File: src/rtl/pinpair_pkg.sv
package pinpair_pkg;
  localparam int LANE_W  = 8;
  localparam int F_DMASK = 0;
  localparam int F_DIR   = 1;
  localparam int F_VMASK = 2;
  localparam int F_VAL   = 3;
  localparam int F_IN    = 4;
  localparam int F_PUD   = 5;

  typedef struct packed {
    logic dmask;
    logic dir;
    logic vmask;
    logic val;
    logic pud;
  } lane_wr_t;
endpackage

File: src/rtl/pin_sync.sv
module pin_sync #(
  parameter int STAGES = 2
) (
  input  logic clk_i,
  input  logic rst_ni,
  input  logic d_i,
  output logic q_o
);
  logic [STAGES-1:0] sr_q;

  always_ff @(posedge clk_i or negedge rst_ni) begin
    if (!rst_ni) sr_q <= '0;
    else         sr_q <= {sr_q[STAGES-2:0], d_i};
  end

  assign q_o = sr_q[STAGES-1];
endmodule

File: src/rtl/pin_lane.sv
module pin_lane
  import pinpair_pkg::*;
(
  input  logic     clk_i,
  input  logic     rst_ni,
  input  logic     wr_en_i,
  input  lane_wr_t wr_i,
  output logic     dir_o,
  output logic     val_o,
  output logic     pud_o
);
  always_ff @(posedge clk_i or negedge rst_ni) begin
    if (!rst_ni) begin
      dir_o <= 1'b0;
      val_o <= 1'b0;
      pud_o <= 1'b0;
    end else if (wr_en_i) begin
      if (wr_i.dmask) dir_o <= wr_i.dir;
      if (wr_i.vmask) val_o <= wr_i.val;
      pud_o <= wr_i.pud;   // unmasked: software re-supplies it every write
    end
  end

  a_r2_dir_load: assert property (@(posedge clk_i) disable iff (!rst_ni)
    (wr_en_i && wr_i.dmask) |=> (dir_o == $past(wr_i.dir)));
  a_r3_dir_hold: assert property (@(posedge clk_i) disable iff (!rst_ni)
    !(wr_en_i && wr_i.dmask) |=> $stable(dir_o));
  a_r4_val_load: assert property (@(posedge clk_i) disable iff (!rst_ni)
    (wr_en_i && wr_i.vmask) |=> (val_o == $past(wr_i.val)));
  a_r5_val_hold: assert property (@(posedge clk_i) disable iff (!rst_ni)
    !(wr_en_i && wr_i.vmask) |=> $stable(val_o));
  a_r7_pud_load: assert property (@(posedge clk_i) disable iff (!rst_ni)
    wr_en_i |=> (pud_o == $past(wr_i.pud)));
endmodule

File: src/rtl/pinpair_reg.sv
module pinpair_reg
  import pinpair_pkg::*;
#(
  parameter int DATA_W      = 32,
  parameter int NUM_PINS    = 2,
  parameter int SYNC_STAGES = 2
) (
  input  logic                clk_i,
  input  logic                rst_ni,
  input  logic                wr_en_i,
  input  logic [DATA_W-1:0]   wr_data_i,
  output logic [DATA_W-1:0]   rd_data_o,
  input  logic [NUM_PINS-1:0] pad_in_i,
  output logic [NUM_PINS-1:0] pad_oe_o,
  output logic [NUM_PINS-1:0] pad_out_o,
  output logic [NUM_PINS-1:0] pad_pu_dis_o
);
  localparam int USED_W = NUM_PINS * LANE_W;

  logic [NUM_PINS-1:0] dir_q, val_q, pud_q, in_s;

  for (genvar g = 0; g < NUM_PINS; g++) begin : g_pin
    localparam int B = g * LANE_W;
    lane_wr_t lw;

    assign lw = '{dmask: wr_data_i[B+F_DMASK], dir: wr_data_i[B+F_DIR],
                  vmask: wr_data_i[B+F_VMASK], val: wr_data_i[B+F_VAL],
                  pud:   wr_data_i[B+F_PUD]};

    pin_lane u_lane (
      .clk_i   (clk_i),
      .rst_ni  (rst_ni),
      .wr_en_i (wr_en_i),
      .wr_i    (lw),
      .dir_o   (dir_q[g]),
      .val_o   (val_q[g]),
      .pud_o   (pud_q[g])
    );

    pin_sync #(.STAGES(SYNC_STAGES)) u_sync (
      .clk_i  (clk_i),
      .rst_ni (rst_ni),
      .d_i    (pad_in_i[g]),
      .q_o    (in_s[g])
    );
  end

  assign pad_oe_o     = dir_q;
  assign pad_out_o    = val_q;
  assign pad_pu_dis_o = pud_q;

  always_comb begin
    rd_data_o = '0;
    for (int p = 0; p < NUM_PINS; p++) begin
      rd_data_o[p*LANE_W+F_DIR] = dir_q[p];
      rd_data_o[p*LANE_W+F_VAL] = val_q[p];
      rd_data_o[p*LANE_W+F_IN]  = in_s[p];
      rd_data_o[p*LANE_W+F_PUD] = pud_q[p];
    end
  end

  logic unused_wr;
  assign unused_wr = &{1'b0, wr_data_i};

  // input bit moves only when the pad moved two edges earlier
  a_r8_in_from_pad: assert property (@(posedge clk_i) disable iff (!rst_ni)
    (rd_data_o[F_IN] != $past(rd_data_o[F_IN])) |->
      (rd_data_o[F_IN] == $past(pad_in_i[0], 2)));
  // mask positions never read back as set
  a_r10_mask_rd0: assert property (@(posedge clk_i) disable iff (!rst_ni)
    (rd_data_o[F_DMASK] == 1'b0) && (rd_data_o[F_VMASK] == 1'b0) &&
    (rd_data_o[LANE_W+F_DMASK] == 1'b0) && (rd_data_o[LANE_W+F_VMASK] == 1'b0));
  initial begin
    a_r10_fits: assert (USED_W <= DATA_W);
  end
endmodule

File: config.mk
export PLATFORM = sky130hd
export DESIGN_NAME = pinpair_reg
export DESIGN_NICKNAME = d
export VERILOG_FILES = /design/src/rtl/pinpair_pkg.sv /design/src/rtl/pin_sync.sv /design/src/rtl/pin_lane.sv /design/src/rtl/pinpair_reg.sv
export SDC_FILE = /design/constraint.sdc
export NUM_CORES = 1
export LEC_CHECK = 0
export BUFFER_PORTS_ARGS = -buffer_cell sky130_fd_sc_hd__buf_2
export CAP_MARGIN = 25
export CORE_UTILIZATION = 29
export CTS_CLUSTER_SIZE = 20
export DETAILED_ROUTE_END_ITERATION = 10
export HOLD_SLACK_MARGIN = 0.03
export PLACE_DENSITY = 0.81
export SYNTH_ARGS = -nofsm -noshare
export SYNTH_HDL_FRONTEND = slang
export SYNTH_SLANG_ARGS = --single-unit
File: constraint.sdc
create_clock -name clk_i -period 0.8 [get_ports clk_i]
set_input_delay 0.12 -clock clk_i [delete_from_list [all_inputs] [get_ports clk_i]]
set_output_delay 0.12 -clock clk_i [all_outputs]
set_load 0.005 [all_outputs]
After elaboration in Yosys (flattened, before gate mapping)
Index checks and enable logic that the tools add are counted.
{ "word_totals": {"ff_bits": 10, "latchBits": 0, "ram_bits": 0, "romBits": 0, "input_bits": 37, "output_inout_bits": 38, "word_cells": 12, "mem_count": 0} }
{ "classes": {"n_addsub": 0, "n_mul": 0, "div": 0, "magnitude_cmp": 0, "eq_ne": 0, "n_shift": 0, "mux": 0, "bitwise_logic": 0, "reduce_logical": 4} }
{ "op_table": {"columns": ["operator", "count"], "rows": [
  ["AND reduction 2 bit", 4]
]} }

Logic depth before layout (Yosys ltp)
Gate-level depths: netlist of run 1.
{ "logic_depth": {"ltp_word": 1, "depth_mapped": 2, "depth_no_buf": 2} }

Hierarchy
Synthesis of run 1 repeated with hierarchy kept, for this count alone.
{ "hier_totals": {"cells_unflattened": 51, "area_unflattened_um2": 576.8} }
{ "by_module_without_submodules": {"columns": ["mod", "instances", "cells_each", "area_each_um2", "seq_area_each_um2"], "rows": [
  ["pin_lane", 2, 8, 123.9, 75.1],
  ["pinpair_reg", 1, 31, 229.0, 0.0],
  ["pin_sync", 2, 2, 50.0, 50.0]
]} }

Worst setup path after synthesis of run 1
Ideal clock, no wire load.
{ "synth_timing": {"kind": "flip-flop to flip-flop", "start": "reg g_pin[0].u_lane.dir_o (netlist name)", "end": "reg g_pin[0].u_lane.dir_o", "setup_ps": 125, "t_arrival_ps": 610, "required_ps": 675, "path_slack_ps": 65, "path_stages_with_launch": 2, "n_path_buf": 0, "synth_period_minus_slack_ps": 735, "cell_sequence": "dfrtp_1 -> mux2_4"} }
{ "synth_lines": {"columns": ["element", "line_no", "rtl"], "rows": [
  ["end signal, assigned", "pin_lane.sv:18", "if (wr_i.dmask) dir_o <= wr_i.dir;"],
  ["end, declared", "pin_lane.sv:8", "output logic dir_o,"]
]} }

Worst setup path in the final report of run 1
{ "layout_timing": {"start": "reg g_pin[0].u_lane.val_o", "end": "out pad_out_o[0]"} }
{ "layout_lines": {"columns": ["element", "line_no", "rtl"], "rows": [
  ["start, declared", "pin_lane.sv:9", "output logic val_o,"],
  ["start signal, assigned", "pin_lane.sv:19", "if (wr_i.vmask) val_o <= wr_i.val;"],
  ["end, declared", "pinpair_reg.sv:15", "output logic [NUM_PINS-1:0] pad_out_o,"]
]} }
No word-level cell between the ends.

==> results.yml, run 1 <==
global_routing:
  antenna_found_initial: 0
  first_global_vias: 296
  globalRouteTotalUtil: 0.06922
  grt_pass1_wl_microns: 1235
  grt_start_max_net_pins: 11
  grt.overflow.total: 0
setup_path:
  crit_family: "flip-flops"
  worstPathCellList: "buf_2"
  path_class: "reg2out"
  cp.required_ps: 680
  worst-path-max-fanout: 3
  timing.critical_path.from_type: "flip-flop"
  cp_num_buf_inv: 1
  end_kind: "primary output"
  crit_path_top_delay_cell: "sky130_fd_sc_hd__dfrtp_1"
  worst_ep_arrival_time_ps: 780
  biggest_cell_delay_along_the_critical_path_ps: 400
layout:
  antenna_cells: 0
  final_cells: 109
  layout.cells.most_common_list: "28 x sky130_fd_sc_hd__buf_2, 24 x sky130_fd_sc_hd__conb_1, 10 x sky130_fd_sc_hd__dfrtp_1"
  total_of_fill_cells_in_the_finished_design: 235
  areaGrowthSynthToFinish_pct: 9.627
  fraction_of_final_layout_cells_sized_beyond_drive_strength_1: 0.5000
  final_net_count: 121
  finish.utilization: 0.3453
  layout.cells.most_common: "sky130_fd_sc_hd__buf_2"
logic_synthesis:
  syn-instance-count: 59
  synthDominantAreaCellType: "sky130_fd_sc_hd__buf_4"
  post_synth_and_or_nand_nor_area_fraction: 0.02358
  synth_area_per_inst_sq_um: 10.79
  yosysSeqAreaShare: 0.3929
  synth_cell_types: 6
  synthesized_area_fraction_occupied_by_adder_cells: 0
  post_synth_xor_area_fraction: 0
  mappedNetlistArea_sq_um: 636.9
  yosys-mux-area-fraction: 0.1297
  yosysWarnings: 0
  synth_top_family_by_area: "buffers and inverters"
  postSynthRegisterBits: 10
  post-synth-top-area-fraction: 0.4479
  synth_compound_area_frac: 0
  synth_area_leaders: "sky130_fd_sc_hd__buf_4 45%, sky130_fd_sc_hd__dfrtp_1 39%, sky130_fd_sc_hd__mux2_4 9.4%"
clock_tree:
  cts_root_buf: "sky130_fd_sc_hd__clkbuf_4"
  clock_slew_seen_by_the_registers_of_the_worst_setup_and_hold_paths_ps: 60
  cts_tree: "yes"
  tritoncts.num_buffers: 3
  latest_clock_arrival_within_the_worst_skew_pair_ps: 250
  cts.sinks: 10
  max-clock-path-buffers: 2
  cts-htree-levels: 1
placed_design:
  routabilityCongestion: 0.6065
  place_inst: 99
  placement.setup.worst_slack_ps: 8.195
  place.detailed.hpwl_microns: 702.2
  io_buffer_count: 28
worst_hold_path:
  min_path_type: "in2reg"
sta:
  final-hold-violation-count: 0
  timing.final.crit_period_ps: 900.3
  finalMaxSlewViolations: 0
  timing.hold.ws_ps: 95.54
  final.setup.worst_slack_ps: -100.3
  clock.fmax_mhz: 1111
  skew_ps: 7.310
  grt_setup_unrepaired: "true"
  setup_viol: 18
  period_share: 1.125
die:
  floorplan.die_area_sq_um: 2387
  initial_core_util: 0.3150
  row_count: 16
  top_level_ports: 75
  core_region_area_sq_um: 2022
  die_width_microns: 48.86
  die_height_microns: 48.86
detailed_routing:
  routed-via-count: 364
  route.final.wire_length_microns: 851
  detail_route.vias_per_cell: 3.339
  detail_route.iter0.violations: 3
  remaining_drc_errors: 0
  wl_per_cell_microns: 7.807
  route.antenna.remaining_nets: 0
  drt_first_pass_iters: 4
status:
  failed_checks: "setup timing"
  outcome: "complete, but fails checks"
flow_run:
  max_cap_violations: 0
pwr:
  power.leakage_nw: 0.4043
  vdd_drop_max_uv: 636.6
  power_density_nw_per_um2: 1710
  design_power_total_mw: 1.194
[metrics by stage]
step	instance area, sq um	setup TNS [ps]
finish	698.2	-1427
floorplan	723.2	0
CTS	671.9	-1359
global placement	611.8	0
detailed placement	611.8	0
global route	698.2	-2092
[final cells by class]
cell class | count | area (sq um) | area share
Multi-Input combinational cell | 34 | 187.7 | 0.2688
Sequential cell | 10 | 250.2 | 0.3584
Clock buffer | 3 | 22.52 | 0.03226
Timing Repair Buffer | 35 | 203.9 | 0.2921
Tap cell | 27 | 33.78 | 0.04839
[cell families (layout without fill, tap and decap cells)]
family | after synthesis | count (layout)
buffers and inverters | 38 | 38
flip-flops | 10 | 10
multiplexers | 6 | 6
AND/OR/NAND/NOR | 4 | 4
other | 1 | 24
[synthesized netlist by cell type, drive strengths merged]
master	n
dfrtp	10
mux2	6
nand2	4
conb	1
buf	38
[where the power goes]
part / switching, mW / total, mW / internal [mW]
logic: 0.111 / 0.287 / 0.177
registers: 0.0295 / 0.586 / 0.556
clock network: 0.148 / 0.321 / 0.172
[repair_timing]
item,4_1_cts,5_1_grt
resized for setup,0,1
endpoints found under the setup margin,14,15
pin swaps,0,0
buffers inserted,1,3
hold endpoints to repair,12,0
hold buffers,3,0
[final timing paths]
kind / slack (ps) / from / endpoint / cells past startpoint
min in group asynchronous: 250 / rst_ni / g_pin[1].u_sync.sr_q[0]$_DFF_PN0_ / 2
min reg2reg: 350 / g_pin[0].u_sync.sr_q[0]$_DFF_PN0_ / g_pin[0].u_sync.sr_q[1]$_DFF_PN0_ / 0
max: -100 / g_pin[0].u_lane.val_o$_DFFE_PN0P_ / pad_out_o[0] / 1
max in group asynchronous: 350 / rst_ni / g_pin[1].u_lane.pud_o$_DFFE_PN0P_ / 2
max reg2reg: -80 / g_pin[0].u_lane.dir_o$_DFFE_PN0P_ / g_pin[0].u_lane.dir_o$_DFFE_PN0P_ / 2
min: 100 / wr_data_i[3] / g_pin[0].u_lane.val_o$_DFFE_PN0P_ / 2
[flip-flops by register name, indices dropped and copies added (netlist names)]
| signal | flops |
|---|---|
| g_pin.u_lane.dir_o | 2 |
| g_pin.u_lane.val_o | 2 |
| g_pin.u_sync.sr_q | 4 |
| g_pin.u_lane.pud_o | 2 |
[per-layer routing]
metal | share of wire | GRT usage
met1 | 0.38 | 0.07529
met5 | 0 | 0
met4 | 0 | 0.02941
met3 | 0.095 | 0.02804
met2 | 0.53 | 0.1181
(Power assumes the default switching activity.)
==> run 2: changes to the inputs <==
CORE_UTILIZATION = 27   (was 29)
PLACE_DENSITY = 0.79   (was 0.81)
SYNTH_HIERARCHICAL = 1   (was default)
==> run 2 against run 1 <==
Compared with the run above: the run still ends with setup timing left; clock power increased by 7.5%; final area increased by 1.1%; synthesized cell count decreased by 14%; total power increased by 3.2%; core utilization increased by 1.1 points; hold slack got worse by 9.3 ps; sequential share of layout area decreased by 0.38 points; first-iteration DRC count unchanged; largest cell class unchanged; non-clock buffer count increased by 1; critical endpoint is now rd_data_o[5]; cell count increased by 0.92%; wire length increased by 9.5%.
==> results.yml, run 2 <==
sta:
  grt_setup_unrepaired: "true"
  timing.final.crit_period_ps: 909.8
  timing.hold.ws_ps: 86.27
  final.setup.worst_slack_ps: -109.8
  finalMaxSlewViolations: 0
  period_share: 1.137
  clock.fmax_mhz: 1099
  skew_ps: 2.031
  setup_viol: 19
  final-hold-violation-count: 0
  tns_ps: -1683
setup_path:
  end_kind: "primary output"
  worst_ep_arrival_time_ps: 790
  crit_family: "flip-flops"
  timing.critical_path.from_type: "flip-flop"
  worst_r2r_startpoint: "g_pin[0].u_lane/dir_o$_DFFE_PN0P_"
  setup.reg_to_reg.worst_slack_ps: -80
  reg2reg_to: "g_pin[0].u_lane/dir_o$_DFFE_PN0P_"
  cp_num_buf_inv: 1
  cp.required_ps: 680
  worstPathCellList: "buf_2"
  path_class: "reg2out"
  path_depth: 1
  timing.reg2reg.worst_path_depth: 2
  biggest_cell_delay_along_the_critical_path_ps: 400
  crit_path_top_delay_cell: "sky130_fd_sc_hd__dfrtp_1"
  worst-path-max-fanout: 3
logic_synthesis:
  synth.cells.most_frequent: "30 x sky130_fd_sc_hd__buf_4, 10 x sky130_fd_sc_hd__dfrtp_1, 4 x sky130_fd_sc_hd__mux2_4, 4 x sky130_fd_sc_hd__nand2_1, 2 x sky130_fd_sc_hd__mux2_2"
  synth_area_leaders: "sky130_fd_sc_hd__dfrtp_1 43%, sky130_fd_sc_hd__buf_4 39%, sky130_fd_sc_hd__mux2_4 10%"
  postSynthRegisterBits: 10
  yosysSeqAreaShare: 0.4338
  post-synth-top-area-fraction: 0.4338
  synth_area_per_inst_sq_um: 11.31
  mappedNetlistArea_sq_um: 576.8
  syn-instance-count: 51
  ffs_w_async_s_r_synth: 1.000
  synth_edf_count: 0
  yosys.cell_count.top_type: "sky130_fd_sc_hd__buf_4"
  dominantRegCellSynth: "sky130_fd_sc_hd__dfrtp_1"
  synthDominantAreaCellType: "sky130_fd_sc_hd__dfrtp_1"
  synth_cell_types: 6
  yosysWarnings: 6
die:
  die_width_microns: 48.22
  top_level_ports: 75
  initial_core_util: 0.2910
  core_region_area_sq_um: 1982
  die_height_microns: 48.22
  floorplan.die_area_sq_um: 2325
  row_count: 16
clock_tree:
  cts_tree: "yes"
  tritoncts.num_buffers: 3
  cts_root_buf: "sky130_fd_sc_hd__clkbuf_4"
  latest_clock_arrival_within_the_worst_skew_pair_ps: 260
  max-clock-path-buffers: 2
  cts-htree-levels: 1
  cts.sinks: 10
  clock_slew_seen_by_the_registers_of_the_worst_setup_and_hold_paths_ps: 70
pwr:
  power.internal_uw: 914.8
  power.leakage_nw: 0.4092
  power_density_nw_per_um2: 1746
  power.net_switching_uw: 317.0
  power_frac_clock: 0.280
  seqPwrFrac: 0.475
  vdd_drop_max_uv: 715.1
  design_power_total_mw: 1.232
  p_sw_frac: 0.2574
  power.combinational.fraction: 0.244
placed_design:
  place_inst: 99
  io_buffer_count: 28
  placement.setup.worst_slack_ps: 10.79
  routabilityCongestion: 0.5776
  cell_area_placed_sq_um: 611.8
detailed_routing:
  detail_route.iter0.violations: 3
  detail_route.vias_per_cell: 3.255
  drt_first_pass_iters: 2
  route.antenna.remaining_nets: 0
  wl_per_cell_microns: 8.473
  routed-via-count: 358
  route.final.wire_length_microns: 932
  remaining_drc_errors: 0
worst_hold_path:
  hold_path.startpoint: "wr_data_i[3]"
  min_path_type: "in2reg"
  holdPathEnd: "g_pin[0].u_lane/val_o$_DFFE_PN0P_"
  hold_path_depth: 2
layout:
  areaGrowthSynthToFinish_pct: 22.34
  register_name_with_the_most_flops: "g_pin.u_sync/sr_q"
  final_cells: 110
  largest_register_ff_count: 4
  antenna_cells: 0
  final_net_count: 122
  layout.cells.most_common_list: "28 x sky130_fd_sc_hd__buf_2, 24 x sky130_fd_sc_hd__conb_1, 10 x sky130_fd_sc_hd__dfrtp_1"
  final_non_filler_cell_area_sq_um: 705.7
  total_of_fill_cells_in_the_finished_design: 215
  layout.cells.most_common: "sky130_fd_sc_hd__buf_2"
  finish.utilization: 0.3561
  fraction_of_final_layout_cells_sized_beyond_drive_strength_1: 0.5060
global_routing:
  antenna_found_initial: 0
  first_global_vias: 303
  globalRouteTotalUtil: 0.09440
  grt_pass1_wl_microns: 1366
  grt_start_max_net_pins: 11
  grt.overflow.total: 0
flow_run:
  max_cap_violations: 0
status:
  failed_checks: "setup timing"
  outcome: "complete, but fails checks"
run 2: cell count changes after synthesis:
cell                    previous run  this run
sky130_fd_sc_hd__buf_4            38        30
run 2: worst max-delay path by stage:
stage | slack (ps) | from | endpoint
after detailed placement | 10 | wr_en_i | g_pin[0].u_lane/dir_o$_DFFE_PN0P_
after global placement | 20 | wr_en_i | g_pin[1].u_lane/val_o$_DFFE_PN0P_
after global routing | -160 | g_pin[0].u_lane/val_o$_DFFE_PN0P_ | rd_data_o[3]
after CTS | -110 | g_pin[1].u_lane/pud_o$_DFFE_PN0P_ | rd_data_o[13]
final | -110 | g_pin[0].u_lane/pud_o$_DFFE_PN0P_ | rd_data_o[5]
after floorplan | 50 | g_pin[0].u_lane/dir_o$_DFFE_PN0P_ | g_pin[0].u_lane/dir_o$_DFFE_PN0P_
run 2: cell type report:
type	count	area (sq um)	share of cell area
Sequential cell	10	250.2	0.3546
Timing Repair Buffer	36	211.5	0.2996
Clock buffer	3	22.52	0.03191
Multi-Input combinational cell	34	187.7	0.2660
Tap cell	27	33.78	0.04787
run 2: power by group through the flow:
stage	combinational, mW	sequential (mW)	clock (mW)
after floorplan	0.235	0.600	0
after global placement	0.229	0.595	0
after detailed placement	0.234	0.598	0
after CTS	0.299	0.584	0.349
after global routing	0.345	0.595	0.401
final	0.301	0.585	0.345
run 2: metal layers:
layer / global-route usage / up-vias / routed length [microns]
met1: 0.1005 / 166 / 351
met5: 0 / - / 0
met2: 0.1547 / 23 / 522
met3: 0.03333 / 0 / 58
li1: - / 169 / -
met4: 0.06667 / 0 / 0
run 2: repair_timing:
action / 4_1_cts / 5_1_grt
resized for setup: 0 / 1
buffers inserted: 5 / 0
hold endpoints to repair: 12 / 0
endpoints found under the setup margin: 14 / 20
hold buffers: 3 / 0
run 2: kinds of logic (layout without fill, tap and decap cells):
group	count (synthesis)	after routing	share of synthesized area
other cells	1	24	0.006501
mux	6	6	0.1432
simple gates	4	4	0.02602
buf+inv	30	39	0.3905
flops	10	10	0.4338
run 2: worst reg2reg max path: stages (launching register included):
cell and delay [ps]:
sky130_fd_sc_hd__dfrtp_1 390, sky130_fd_sc_hd__buf_4 130, sky130_fd_sc_hd__mux2_4 240
==> run 3: changes to the inputs <==
CORE_UTILIZATION = 29   (was 27)
CTS_BUF_LIST = sky130_fd_sc_hd__clkbuf_2   (was default)
PLACE_DENSITY = default   (was 0.79)
PLACE_DENSITY_LB_ADDON = 0.08   (was default)
SLEW_MARGIN = 20   (was default)
==> run 3 against run 2 <==
Compared with the run above: the flow still finishes with violations (setup timing); first-iteration DRC count stayed put; non-clock buffer count is 1 lower; cell count is 1.8% lower; clock power is 21% lower; clock skew is 3.3 ps higher; largest cell class unchanged.
==> results.yml, run 3 (synthesis gave the netlist of run 2 again) <==
setup_path:
  worstPathCellList: "buf_2"
  path_depth: 1
  crit_path_top_delay_cell: "sky130_fd_sc_hd__dfrtp_1"
  worst-path-max-fanout: 3
  cp_num_buf_inv: 1
  biggest_cell_delay_along_the_critical_path_ps: 400
  timing.reg2reg.worst_path_depth: 2
  path_class: "reg2out"
  crit_family: "flip-flops"
  origin_of_the_worst_setup_path: "g_pin[0].u_lane/val_o$_DFFE_PN0P_"
  timing.critical_path.from_type: "flip-flop"
  end_kind: "primary output"
  reg2reg_to: "g_pin[0].u_lane/val_o$_DFFE_PN0P_"
  setup.reg_to_reg.worst_slack_ps: -80
  worst_ep_arrival_time_ps: 780
  cp.required_ps: 680
  cp-endpoint: "pad_out_o[0]"
  worst_r2r_startpoint: "g_pin[0].u_lane/val_o$_DFFE_PN0P_"
detailed_routing:
  remaining_drc_errors: 0
  routed-via-count: 358
  wl_per_cell_microns: 7.630
  sum_of_routed_wire_segments_on_met1_microns: 312
  wl_met2_microns: 401
  route.final.wire_length_microns: 824
  met3_wirelength_microns: 101
  detail_route.iter0.violations: 3
  route.antenna.remaining_nets: 0
  top_layer: "met4"
  drt_first_pass_iters: 2
  detail_route.vias_per_cell: 3.315
layout:
  layout.cells.most_common_list: "28 x sky130_fd_sc_hd__buf_2, 24 x sky130_fd_sc_hd__conb_1, 10 x sky130_fd_sc_hd__dfrtp_1"
  total_of_fill_cells_in_the_finished_design: 196
  antenna_cells: 0
  areaGrowthSynthToFinish_pct: 19.31
  final_non_filler_cell_area_sq_um: 688.2
  fraction_of_final_layout_cells_sized_beyond_drive_strength_1: 0.4940
  largest_register_ff_count: 4
  register_name_with_the_most_flops: "g_pin.u_sync/sr_q"
  layout.cells.most_common: "sky130_fd_sc_hd__buf_2"
  final_net_count: 121
  final_cells: 108
clock_tree:
  cts-htree-levels: 1
  clock_slew_seen_by_the_registers_of_the_worst_setup_and_hold_paths_ps: 100
  cts_tree: "yes"
  cts.sinks: 10
  max-clock-path-buffers: 2
  latest_clock_arrival_within_the_worst_skew_pair_ps: 250
  tritoncts.num_buffers: 3
  cts_root_buf: "sky130_fd_sc_hd__clkbuf_2"
die:
  core_region_area_sq_um: 1802
  die_height_microns: 46.60
  initial_core_util: 0.3201
  die_width_microns: 46.60
  floorplan.die_area_sq_um: 2171
  row_count: 15
  top_level_ports: 75
sta:
  final-hold-violation-count: 0
  timing.final.crit_period_ps: 895.1
  final.setup.worst_slack_ps: -95.13
  clock.fmax_mhz: 1117
  period_share: 1.119
  finalMaxSlewViolations: 0
  setup_viol: 18
  timing.hold.ws_ps: 95.75
  skew_ps: 5.320
  grt_setup_unrepaired: "true"
global_routing:
  grt.overflow.total: 0
  grt_start_max_net_pins: 11
  first_global_vias: 256
  antenna_found_initial: 0
  grt_pass1_wl_microns: 1097
  globalRouteTotalUtil: 0.08374
status:
  failed_checks: "setup timing"
  outcome: "complete, but fails checks"
pwr:
  power.leakage_nw: 0.4033
  power_density_nw_per_um2: 1653
  p_sw_frac: 0.2650
  power.internal_uw: 835.9
  power.combinational.fraction: 0.248
  design_power_total_mw: 1.137
  power.net_switching_uw: 301.3
  vdd_drop_max_uv: 647.3
  power_frac_clock: 0.240
  seqPwrFrac: 0.512
placed_design:
  placement.setup.worst_slack_ps: -0.4405
  routabilityCongestion: 0.5744
  cell_area_placed_sq_um: 609.3
  place_inst: 97
  io_buffer_count: 28
worst_hold_path:
  min_path_type: "in2reg"
flow_run:
  max_cap_violations: 0
==> run 3: cell types whose count changed in the layout (fill, tap and decap cells not counted), sizes merged <==
cell | previous run | this run
clkinv | 0 | 1
buf | 33 | 32
==> run 3: area by class of cell <==
cell class	instances	area, sq um	area share
Clock buffer	3	15.01	0.02182
Clock inverter	1	3.754	0.005455
Timing Repair Buffer	35	200.2	0.2909
Multi-Input combinational cell	34	187.7	0.2727
Tap cell	25	31.28	0.04545
Sequential cell	10	250.2	0.3636
==> run 3: what timing repair did <==
item                                   4_1_cts  5_1_grt
gates cloned                                 0        0
endpoints found under the hold margin       12        0
pin swaps                                    0        0
setup buffers                                3        1
resized for setup                            0        0
setup endpoints to repair                   14       18
hold buffers                                 3        0
==> run 3: power by group through the flow <==
stage | Combinational [mW] | Clock, mW | Sequential, mW
3_5_place_dp | 0.232 | 0 | 0.596
4_1_cts | 0.274 | 0.302 | 0.583
6_report | 0.282 | 0.273 | 0.582
3_3_place_gp | 0.235 | 0 | 0.593
2_1_floorplan | 0.235 | 0 | 0.600
5_1_grt | 0.322 | 0.335 | 0.593
==> run 3: per-stage QoR <==
| stage | TNS [ps] | utilization |
|---|---|---|
| floorplan | 0 | - |
| detailed placement | -0.4405 | 0.3382 |
| global placement | -6.051 | 0.3382 |
| finish | -1509 | 0.3819 |
| CTS | -1859 | 0.3778 |
| global route | -2791 | 0.3819 |
==> run 3: worst min path at each step <==
stage / from / to / slack, ps / depth (start not counted)
detailed placement: rst_ni / g_pin[1].u_lane/pud_o$_DFFE_PN0P_ / -7 / 1
CTS: wr_data_i[1] / g_pin[0].u_lane/dir_o$_DFFE_PN0P_ / 70 / 2
global route: wr_data_i[1] / g_pin[0].u_lane/dir_o$_DFFE_PN0P_ / 50 / 2
floorplan: rst_ni / g_pin[0].u_lane/dir_o$_DFFE_PN0P_ / -180 / 0
global placement: rst_ni / g_pin[0].u_sync/sr_q[1]$_DFF_PN0_ / -2 / 1
finish: wr_data_i[1] / g_pin[0].u_lane/dir_o$_DFFE_PN0P_ / 100 / 2
==> run 3: layer usage <==
metal  vias to the layer above  GRT usage
met4                         0    0.05294
met3                         2    0.07059
met5                         -          0
met2                        32     0.1333
met1                       154    0.06872
li1                        170          -
